<file path="config.mk">
export PLATFORM = sky130hd
export DESIGN_NAME = blk_wr_packetizer
export DESIGN_NICKNAME = d
export VERILOG_FILES = /design/src/rtl/blk_wr_packetizer.sv
export SDC_FILE = /design/constraint.sdc
export NUM_CORES = 1
export LEC_CHECK = 0
export BUFFER_PORTS_ARGS = -buffer_cell sky130_fd_sc_hd__buf_2
export CAP_MARGIN = 20
export CORE_UTILIZATION = 40
export DETAILED_ROUTE_END_ITERATION = 7
export GPL_TIMING_DRIVEN = 0
export PLACE_DENSITY = 0.66
export SLEW_MARGIN = 20
export SYNTH_ARGS = -nofsm -noshare
export SYNTH_HDL_FRONTEND = slang
export SYNTH_SLANG_ARGS = --single-unit
export TNS_END_PERCENT = 10
</file>
<file path="constraint.sdc">
create_clock -name clk -period 2.81 [get_ports clk]
set_input_delay 0.562 -clock clk [delete_from_list [all_inputs] [get_ports clk]]
set_output_delay 0.562 -clock clk [all_outputs]
set_load 0.03 [all_outputs]
</file>
<file path="src/rtl/blk_wr_packetizer.sv">
module blk_wr_packetizer #(
  parameter int CHUNK_MAX = 8192,
  parameter int LEN_W     = 24,
  parameter int MIN_LEN   = 5
) (
  input  logic             clk,
  input  logic             rst_n,
  input  logic             start,
  input  logic [LEN_W-1:0] total_len,
  input  logic             crc_en,
  output logic             busy,
  output logic             reject,
  output logic             done,
  input  logic [7:0]       in_data,
  input  logic             in_valid,
  output logic             in_ready,
  output logic [7:0]       out_data,
  output logic             out_valid,
  input  logic             out_ready
);
  localparam int CNT_W = $clog2(CHUNK_MAX + 1);

  typedef enum logic [1:0] {S_IDLE, S_MARK, S_DATA, S_TAIL} st_t;

  st_t              st;
  logic [LEN_W-1:0] rem_q;
  logic [CNT_W-1:0] left_q;
  logic             first_q, crc_q, tail_q, done_q, reject_q;

  wire fits          = rem_q <= LEN_W'(CHUNK_MAX);
  wire [1:0] code    = fits ? 2'd3 : (first_q ? 2'd1 : 2'd2);
  wire [CNT_W-1:0] chunk_len = fits ? CNT_W'(rem_q) : CNT_W'(CHUNK_MAX);

  assign busy      = st != S_IDLE;
  assign done      = done_q;
  assign reject    = reject_q;
  assign in_ready  = (st == S_DATA) && out_ready;
  assign out_valid = (st == S_MARK) || (st == S_TAIL) || ((st == S_DATA) && in_valid);
  assign out_data  = (st == S_MARK) ? {6'h3C, code} :
                     (st == S_DATA) ? in_data : 8'h00;

  wire fire = out_valid && out_ready;

  always_ff @(posedge clk or negedge rst_n) begin
    if (!rst_n) begin
      st <= S_IDLE;
      rem_q <= '0;
      left_q <= '0;
      first_q <= 1'b0;
      crc_q <= 1'b0;
      tail_q <= 1'b0;
      done_q <= 1'b0;
      reject_q <= 1'b0;
    end else begin
      done_q <= 1'b0;
      reject_q <= 1'b0;
      case (st)
        S_IDLE: if (start) begin
          if (total_len < LEN_W'(MIN_LEN)) begin
            reject_q <= 1'b1;
          end else begin
            rem_q <= total_len;
            first_q <= 1'b1;
            crc_q <= crc_en;
            st <= S_MARK;
          end
        end
        S_MARK: if (fire) begin
          left_q <= chunk_len;
          first_q <= 1'b0;
          st <= S_DATA;
        end
        S_DATA: if (fire) begin
          rem_q <= rem_q - 1'b1;
          left_q <= left_q - 1'b1;
          if (left_q == CNT_W'(1)) begin
            if (crc_q) begin
              tail_q <= 1'b0;
              st <= S_TAIL;
            end else if (rem_q == LEN_W'(1)) begin
              done_q <= 1'b1;
              st <= S_IDLE;
            end else begin
              st <= S_MARK;
            end
          end
        end
        default: if (fire) begin
          tail_q <= 1'b1;
          if (tail_q) begin
            if (rem_q == '0) begin
              done_q <= 1'b1;
              st <= S_IDLE;
            end else begin
              st <= S_MARK;
            end
          end
        end
      endcase
    end
  end

  p_marker_form_r1: assert property (@(posedge clk) disable iff (!rst_n)
    (st == S_MARK) |-> (out_data[7:2] == 6'h3C) && (out_data[1:0] != 2'd0));

  p_chunk_bound_r3: assert property (@(posedge clk) disable iff (!rst_n)
    (st == S_DATA) |-> (left_q != '0) && (left_q <= CNT_W'(CHUNK_MAX)));

  p_tail_zero_r4: assert property (@(posedge clk) disable iff (!rst_n)
    (st == S_TAIL) |-> (out_data == 8'h00) && crc_q);

  p_no_gap_r5: assert property (@(posedge clk) disable iff (!rst_n)
    (busy && fire && !done_q) |=> (busy && (st != S_DATA)) ? out_valid : 1'b1);

  p_reject_idle_r6: assert property (@(posedge clk) disable iff (!rst_n)
    reject |-> !busy && !out_valid && !in_ready);

  p_hold_ctrl_r7: assert property (@(posedge clk) disable iff (!rst_n)
    (out_valid && !out_ready && (st != S_DATA)) |=> out_valid && $stable(out_data));

  p_done_single_r8: assert property (@(posedge clk) disable iff (!rst_n)
    done |-> !busy ##1 !done);
endmodule

</file>
-- After elaboration in Yosys (flattened, before gate mapping)
Index checks and enable logic that the tools add are counted.
- add/subtract/negate cells: 2
- order comparisons: 2
- equal/unequal tests: 11
- multiplexer cells: 43
- bitwise logic cells: 2
- reduce and logical (&&, ||, !) cells: 20
- operators with widths (operator ; number):
    $mux 24 ; 3
    $pmux 24 s2 ; 1
    $mux 14 ; 3
    $pmux 14 s2 ; 1
    $eq 24x1->1 const B ; 1
    $le 24x14->1 const B ; 1
    $logic_not 24->1 ; 1
    $lt 24x3->1 const B ; 1
    $sub 24x1->24 const B ; 1
    $mux 2 ; 10
    $mux 1 ; 19
    $mux 8 ; 2
    $eq 14x1->1 const B ; 1
    $sub 14x1->14 const B ; 1
    $reduce_and 4->1 ; 3
    $ne 2x2->1 const B ; 5
    $reduce_bool 2->1 ; 5
    $reduce_and 7->1 ; 1
    $pmux 1 s2 ; 3
    $pmux 2 s3 ; 1
    $reduce_and 3->1 ; 2
    $eq 2x2->1 const B ; 2
    $reduce_bool 4->1 ; 1
    $logic_and 1x1->1 ; 3
    6 further kinds ; 8
- register bits after elaboration: 45
- bits of input ports: 38
- output and inout port bits: 13
- word-level logic and storage cells: 88

-- Depth between registers and ports, before layout
Gate-level depths: netlist (run 1).
- depth after elaboration: 6
- mapped depth: 8
- mapped depth without buffers: 7

-- Worst setup path after synthesis (run 1)
Ideal clock, no wire load.
- path type: register -> output
- start: reg rem_q[7]
- end: out out_data[1]
- arrival time: 1.900 ns
- required time: 2.248 ns
- path slack: 0.348 ns
- cell stages (with the launch flop): 6
- buffers on the path: 0
- path through: dfrtp_1 > nor4_4 > a41oi_1 > nor3_2 > nand2b_1 > a22o_1
- word-level cells in the longest chain between the ends: 3
- ends and longest elaborated chain (element ; RTL line ; source):
    start: declaration ; 26 ; logic [LEN_W-1:0] rem_q;
    start signal: assignment ; 62 ; rem_q <= total_len;
    start signal: assignment ; 74 ; rem_q <= rem_q - 1'b1;
    $le 24x14->1 ; 30 ; wire fits = rem_q <= LEN_W'(CHUNK_MAX);
    $mux 2 ; 31 ; wire [1:0] code = fits ? 2'd3 : (first_q ? 2'd1 : 2'd2);
    $mux 8 ; 39 ; assign out_data = (st == S_MARK) ? {6'h3C, code} :
    end: declaration ; 17 ; output logic [7:0] out_data,
No other way between the ends.

-- Worst setup path after layout (run 1)
- start: reg rem_q[10]
- end: out out_data[1]
The elaborated chain is that of the path after synthesis.

==> results.json, run 1 <==
{
  "outcome": "finished clean",
  "num_antenna_cells": 0,
  "p_per_area_nw_per_um2": 1090,
  "syn_nets": 422,
  "multi_input_area_sq_um": 1910,
  "clock-sinks": 45,
  "rsz0062_at_grt": "no",
  "ant_nets": 0,
  "fill_cells": 728,
  "die_area_sq_um": 8190,
  "clock_path_buffers": 2,
  "cp-end-kind": "primary output",
  "seqPwrFrac_pct": 34.8,
  "path_cells": "nor4_4 -> a41oi_2 -> nor3_4 -> nand2b_1 -> a22o_1 -> buf_2",
  "viasPerCell": 6.17,
  "pin_count": 51,
  "nets": 481,
  "power_uw": 4000,
  "post-place-ws_ps": -70.9,
  "clk_pin_slew_worst_paths_ps": 90,
  "grt_antenna_before_repair": 0,
  "syn_area_sq_um": 3130,
  "fin_cells": 538,
  "crit_required_ps": 2250,
  "synth_seq_cells": 45,
  "clockPowerShare_pct": 12.9,
  "die_x_um": 90.5,
  "relSlewSlack_pct": 41.6,
  "worst_slack_ps": 93.6,
  "die_h_um": 90.5,
  "grt_pass1_vias": 3133,
  "worst_path_max_delay_cell": "dfrtp_1",
  "switching_share_pct": 50.7,
  "setup_violations": 0,
  "cellLeakagePower_uw": 0.00154,
  "arrival_ps": 2150,
  "via_count": 3317,
  "drv_slew": 0,
  "hold_viol_final": 0,
  "r2r_start": "rem_q[0]$_DFFE_PN0P_",
  "synth_most_common_cell": "dfrtp_1",
  "max_cap_viol_count": 0,
  "async_reset_ff_share_pct": 100,
  "seq_area_frac_synth_pct": 35.9,
  "syn_inst": 379,
  "place_inst": 527,
  "utilization_pct": 49.7,
  "grt_pass1_wl_um": 16100,
  "synth_top_area_share_pct": 35.9,
  "start_util_pct": 42.3,
  "slowest_delay_ps": 490,
  "p_int_uw": 1980,
  "r2r_slack_ps": 310,
  "synth_area_leaders": "dfrtp_1 36%, a21oi_1 6.5%, nand2_1 4.4%",
  "wl_per_cell_um": 18.7,
  "fmax_mhz": 368,
  "drtIter0Drc": 361,
  "coreArea_sq_um": 7410,
  "grtUsageTotal_pct": 24.8,
  "hold_class": "in2async",
  "yosysTopAreaCell": "dfrtp_1",
  "combPwrFrac_pct": 52.3,
  "cp_max_fo": 6,
  "synth.avg_cell_area_sq_um": 8.27,
  "critical_path.startpoint": "rem_q[10]$_DFFE_PN0P_",
  "p_sw_uw": 2030,
  "hold_buffers": 0,
  "rr_endpoint": "rem_q[12]$_DFFE_PN0P_",
  "critPathKind": "reg2out",
  "regArea_sq_um": 1130,
  "ir_drop_mv": 0.438,
  "ys_warn_count": 0,
  "critPathLaunchType": "flop",
  "rr_worst_depth": 7,
  "drt-total-wl_um": 10000,
  "synth_cell_types": 56,
  "drcViolationCount": 0,
  "synth_commonest_cells": "45 x dfrtp_1, 41 x a21oi_1, 37 x nand2_1",
  "timing.final.crit_share_pct": 96.7,
  "drt-pass1-iter-count": 5,
  "cts_tree": "yes",
  "clock_latency_ps": 300,
  "std_cell_rows": 31,
  "synth_enable_flop_cells": 0,
  "cts_root_buf": "clkbuf_8",
  "layout-drive-gt1-share_pct": 18.5,
  "worstMarginPinSlew_ps": 874,
  "dp_hpwl_um": 7210,
  "grt_start_max_net_pins": 46,
  "period_minus_slack_ps": 2720,
  "htree_levels": 2,
  "port_buffers": 49,
  "place_congestion": 0.880,
  "grt.overflow.total": 0,
  "fin_skew_ps": 5.76,
  "synth_ff_type": "dfrtp_1",
  "synthToLayoutAreaGrowth_pct": 17.4,
  "cts_made_buffers": 5
}
-- kinds of logic (layout without fill, tap and decap cells) --
| group | after synthesis | after routing | share of synthesized area, % |
|---|---|---|---|
| adders and majority gates | 5 | 5 | 2.00 |
| buffers and inverters | 34 | 94 | 4.15 |
| muxes | 2 | 2 | 0.679 |
| and+or+nand+nor | 154 | 154 | 28.0 |
| DFF | 45 | 45 | 35.9 |
| AOI/OAI and AO/OA | 139 | 139 | 29.2 |
-- per-layer routing --
layer	GRT usage, %	up-vias	routed length, um
met5	0	-	0
met4	7.80	0	208
met3	3.87	19	772
met2	40.2	165	4670
met1	33.8	1580	4390
li1	-	1553	-
-- state kept, by name, indices dropped and copies added, names as in the netlist --
name and flops:
crc_q 1, done 1, st 2, first_q 1, rem_q 24, reject 1, tail_q 1, left_q 14
-- worst max-delay path: cells and delay by family, from the launching register on --
family | cells | cell delay (ps)
AO/OA/AOI/OAI | 2 | 360
buffers and inverters | 1 | 190
flip-flops | 1 | 490
AND/OR/NAND/NOR | 3 | 810
-- per-stage QoR --
step / TNS, ps / cell area, sq um / hold slack, ps
after detailed placement: -79.4 / 3500 / 512
after CTS: 0 / 3660 / 492
after floorplan: 0 / 3130 / 266
after global placement: -55.9 / 3500 / 501
after global routing: 0 / 3680 / 301
final: 0 / 3680 / 264
-- layout make-up --
type	instances	share of cell area, %
multi-input combinational	300	51.9
sequential	45	30.6
timing repair buffer	52	7.35
tap	99	3.37
buffer	23	2.52
clock buffer	7	2.35
inverter	11	1.12
clock inverter	1	0.816
-- timing repair --
| item | CTS | global route |
|---|---|---|
| setup buffers | 2 | 1 |
| setup endpoints to repair | 8 | 9 |
| pin swaps | 3 | 3 |
| gates resized for setup | 4 | 6 |
-- placed cells by master (no fill, tap or decap), types with 3 or more instances in the layout --
master,n
nand3b_1,3
dfrtp_1,45
o22ai_1,4
o21ai_0,26
a41oi_1,4
clkbuf_1,18
nand2_1,36
nand3_1,16
or3_1,9
nand2b_1,5
inv_1,11
nor3_1,9
nor2_1,30
ha_1,5
buf_2,50
a211oi_1,4
a21oi_1,41
or4_1,3
nor4_4,4
nor4_1,9
o31ai_1,3
and2_1,4
o32ai_1,5
a31oi_1,7
buf_4,4
nand4_1,5
o21a_1,5
clkbuf_8,6
and3_1,3
a21o_1,8
o22a_1,10
clkbuf_2,3
nor2b_1,4
-- how the worst max path moves through the flow --
stage                     slack [ps]          end  depth (start not counted)
after global placement           -40  out_data[1]                          6
final                             90  out_data[1]                          6
after floorplan                  350  out_data[1]                          5
after global routing              10  out_data[1]                          6
after CTS                         20  out_data[1]                          6
after detailed placement         -70  out_data[1]                          6
-- power groups by stage --
| stage | Sequential (uW) | Combinational [uW] | Clock, uW |
|---|---|---|---|
| 2_1_floorplan | 1250 | 1500 | 0 |
| 3_3_place_gp | 1340 | 1990 | 0 |
| 3_5_place_dp | 1360 | 2010 | 0 |
| 4_1_cts | 1370 | 2040 | 532 |
| 5_1_grt | 1430 | 2280 | 553 |
| 6_report | 1390 | 2090 | 518 |
Power figures use the tool's default switching activity.
==> run 2, diff against run 1 <==
--- a/config.mk
+++ b/config.mk
@@ -9,4 +9,5 @@
 export CAP_MARGIN = 20
 export CORE_UTILIZATION = 40
+export CTS_CLUSTER_SIZE = 28
 export DETAILED_ROUTE_END_ITERATION = 7
 export GPL_TIMING_DRIVEN = 0
==> constraint.sdc (replaced) <==
create_clock -name clk -period 2.81 [get_ports clk]
set_input_delay 0.562 -clock clk [delete_from_list [all_inputs] [get_ports clk]]
set_output_delay 0.562 -clock clk [all_outputs]
set_load 0.02 [all_outputs]
==> run 2 against run 1 <==
Net effect: critical path depth stayed put; non-clock buffer count unchanged; count of clock-buffer cells in the layout did not move; worst setup slack improved by 13 ps; cell area shrank 0.20%; sequential cell count unchanged; clock skew down 2.4 ps; sequential share of layout area increased by 0.063 points; final cell count unchanged; largest cell class unchanged; largest power group unchanged; highest routed layer unchanged.
==> results.json, run 2 (same netlist as run 1, synthesis figures left out) <==
{
  "critPathKind": "reg2out",
  "critPathLaunchType": "flop",
  "synthToLayoutAreaGrowth_pct": 17.2,
  "grt.busiest_layer": "met2",
  "hold_viol_final": 0,
  "htree_levels": 2,
  "largest_reg_flops": 24,
  "rr_worst_depth": 7,
  "p_per_area_nw_per_um2": 1070,
  "grt_pass1_wl_um": 16100,
  "num_antenna_cells": 0,
  "drt-total-wl_um": 9990,
  "ir_drop_mv": 0.441,
  "ant_nets": 0,
  "timing.final.crit_share_pct": 96.2,
  "setup_violations": 0,
  "drtIter0Drc": 337,
  "grt.overflow.total": 0,
  "die_x_um": 90.5,
  "dp_hpwl_um": 7210,
  "mostFrequentLayoutCells": "50 x buf_2, 45 x dfrtp_1, 41 x a21oi_1",
  "worst_slack_ps": 107,
  "clock-sinks": 45,
  "arrival_ps": 2140,
  "hold_buffers": 0,
  "viasPerCell": 6.20,
  "grt.met2_usage_pct": 40.2,
  "rsz0062_at_grt": "no",
  "r2r_start": "rem_q[0]$_DFFE_PN0P_",
  "wl_per_cell_um": 18.6,
  "drv_slew": 0,
  "fmax_mhz": 370,
  "cts_root_buf": "clkbuf_8",
  "largest_register": "rem_q",
  "cts_tree": "yes",
  "grt_pass1_vias": 3133,
  "met3_usage_pct": 3.87,
  "cts_made_buffers": 5,
  "clk_pin_slew_worst_paths_ps": 90,
  "cp-end-kind": "primary output",
  "period_minus_slack_ps": 2700,
  "coreArea_sq_um": 7410,
  "post-place-ws_ps": -37.6,
  "r2r_slack_ps": 300,
  "clock_latency_ps": 300,
  "worstMarginPinSlew_ps": 877,
  "hold_class": "in2async",
  "drcViolationCount": 0,
  "max_cap_viol_count": 0,
  "outcome": "finished clean",
  "drt-pass1-iter-count": 5,
  "cellLeakagePower_uw": 0.00154,
  "port_buffers": 49,
  "clock_path_buffers": 2,
  "start_util_pct": 42.3,
  "grtUsageTotal_pct": 24.8,
  "crit_required_ps": 2250,
  "die_area_sq_um": 8190,
  "grt_antenna_before_repair": 0,
  "nets": 481,
  "fin_hold_ws_ps": 259,
  "layout-drive-gt1-share_pct": 18.2,
  "rr_endpoint": "rem_q[12]$_DFFE_PN0P_",
  "utilization_pct": 49.6,
  "grt_start_max_net_pins": 46,
  "die_h_um": 90.5,
  "std_cell_rows": 31,
  "cp_max_fo": 6,
  "fill_cells": 730,
  "reg_top3": "rem_q: 24 flops, left_q: 14 flops, st: 2 flops",
  "power_uw": 3940,
  "final_common_cell": "buf_2",
  "fin_skew_ps": 3.33,
  "use_met1_pct": 33.8,
  "place_congestion": 0.880,
  "relSlewSlack_pct": 41.4,
  "via_count": 3337,
  "pin_count": 51
}
[run 2: cell counts in the layout (fill, tap and decap cells not counted)]
No cell type changed its count.
[run 2: final cells by class]
type	instances	area [sq um]	area share (%)
inverter	11	41.3	1.12
clock inverter	1	30.0	0.818
timing repair buffer	52	270	7.36
tap	99	124	3.37
sequential	45	1130	30.7
multi-input combinational	300	1900	51.8
buffer	23	92.6	2.52
clock buffer	7	86.3	2.35
[run 2: worst max path at each step]
| stage | to | cells after the start | slack (ps) | from |
|---|---|---|---|---|
| after detailed placement | out_data[1] | 6 | -40 | rem_q[7]$_DFFE_PN0P_ |
| final | out_data[1] | 6 | 110 | rem_q[10]$_DFFE_PN0P_ |
| after floorplan | out_data[1] | 5 | 410 | rem_q[7]$_DFFE_PN0P_ |
| after global routing | out_data[1] | 6 | 1 | rem_q[10]$_DFFE_PN0P_ |
| after CTS | out_data[1] | 6 | 60 | rem_q[2]$_DFFE_PN0P_ |
| after global placement | rem_q[5]$_DFFE_PN0P_ | 6 | -10 | total_len[22] |
[run 2: per-stage QoR]
step / std cells / cell area (sq um) / TNS [ps]
6_report: 538 / 3670 / 0
5_1_grt: 538 / 3670 / 0
4_1_cts: 537 / 3660 / 0
3_5_place_dp: 527 / 3500 / -37.6
3_3_place_gp: 527 / 3500 / -22.7
2_1_floorplan: 379 / 3130 / 0
[run 2: worst max-delay path, cell delays in order (launching register included)]
cell      delay (ps)
dfrtp_1          480
nor4_4           380
a41oi_1          290
nor3_4           270
nand2b_1         140
a22o_1           110
buf_2            160
[run 2: timing repair]
| action | 4_1_cts | 5_1_grt |
|---|---|---|
| pin swaps | 3 | 2 |
| gates cloned | 0 | 0 |
| gates resized for setup | 4 | 5 |
| setup endpoints to repair | 2 | 9 |
| buffers inserted | 2 | 1 |
[run 2: where the power goes]
group          switching, uW  internal, uW
Sequential               451           937
Combinational           1280           745
Clock                    231           290
[run 2: per-layer routing]
layer / share of wire (%) / vias up
met2: 47 / 148
met1: 44 / 1604
met5: 0 / -
li1: - / 1562
met3: 7.3 / 23
met4: 2.2 / 0
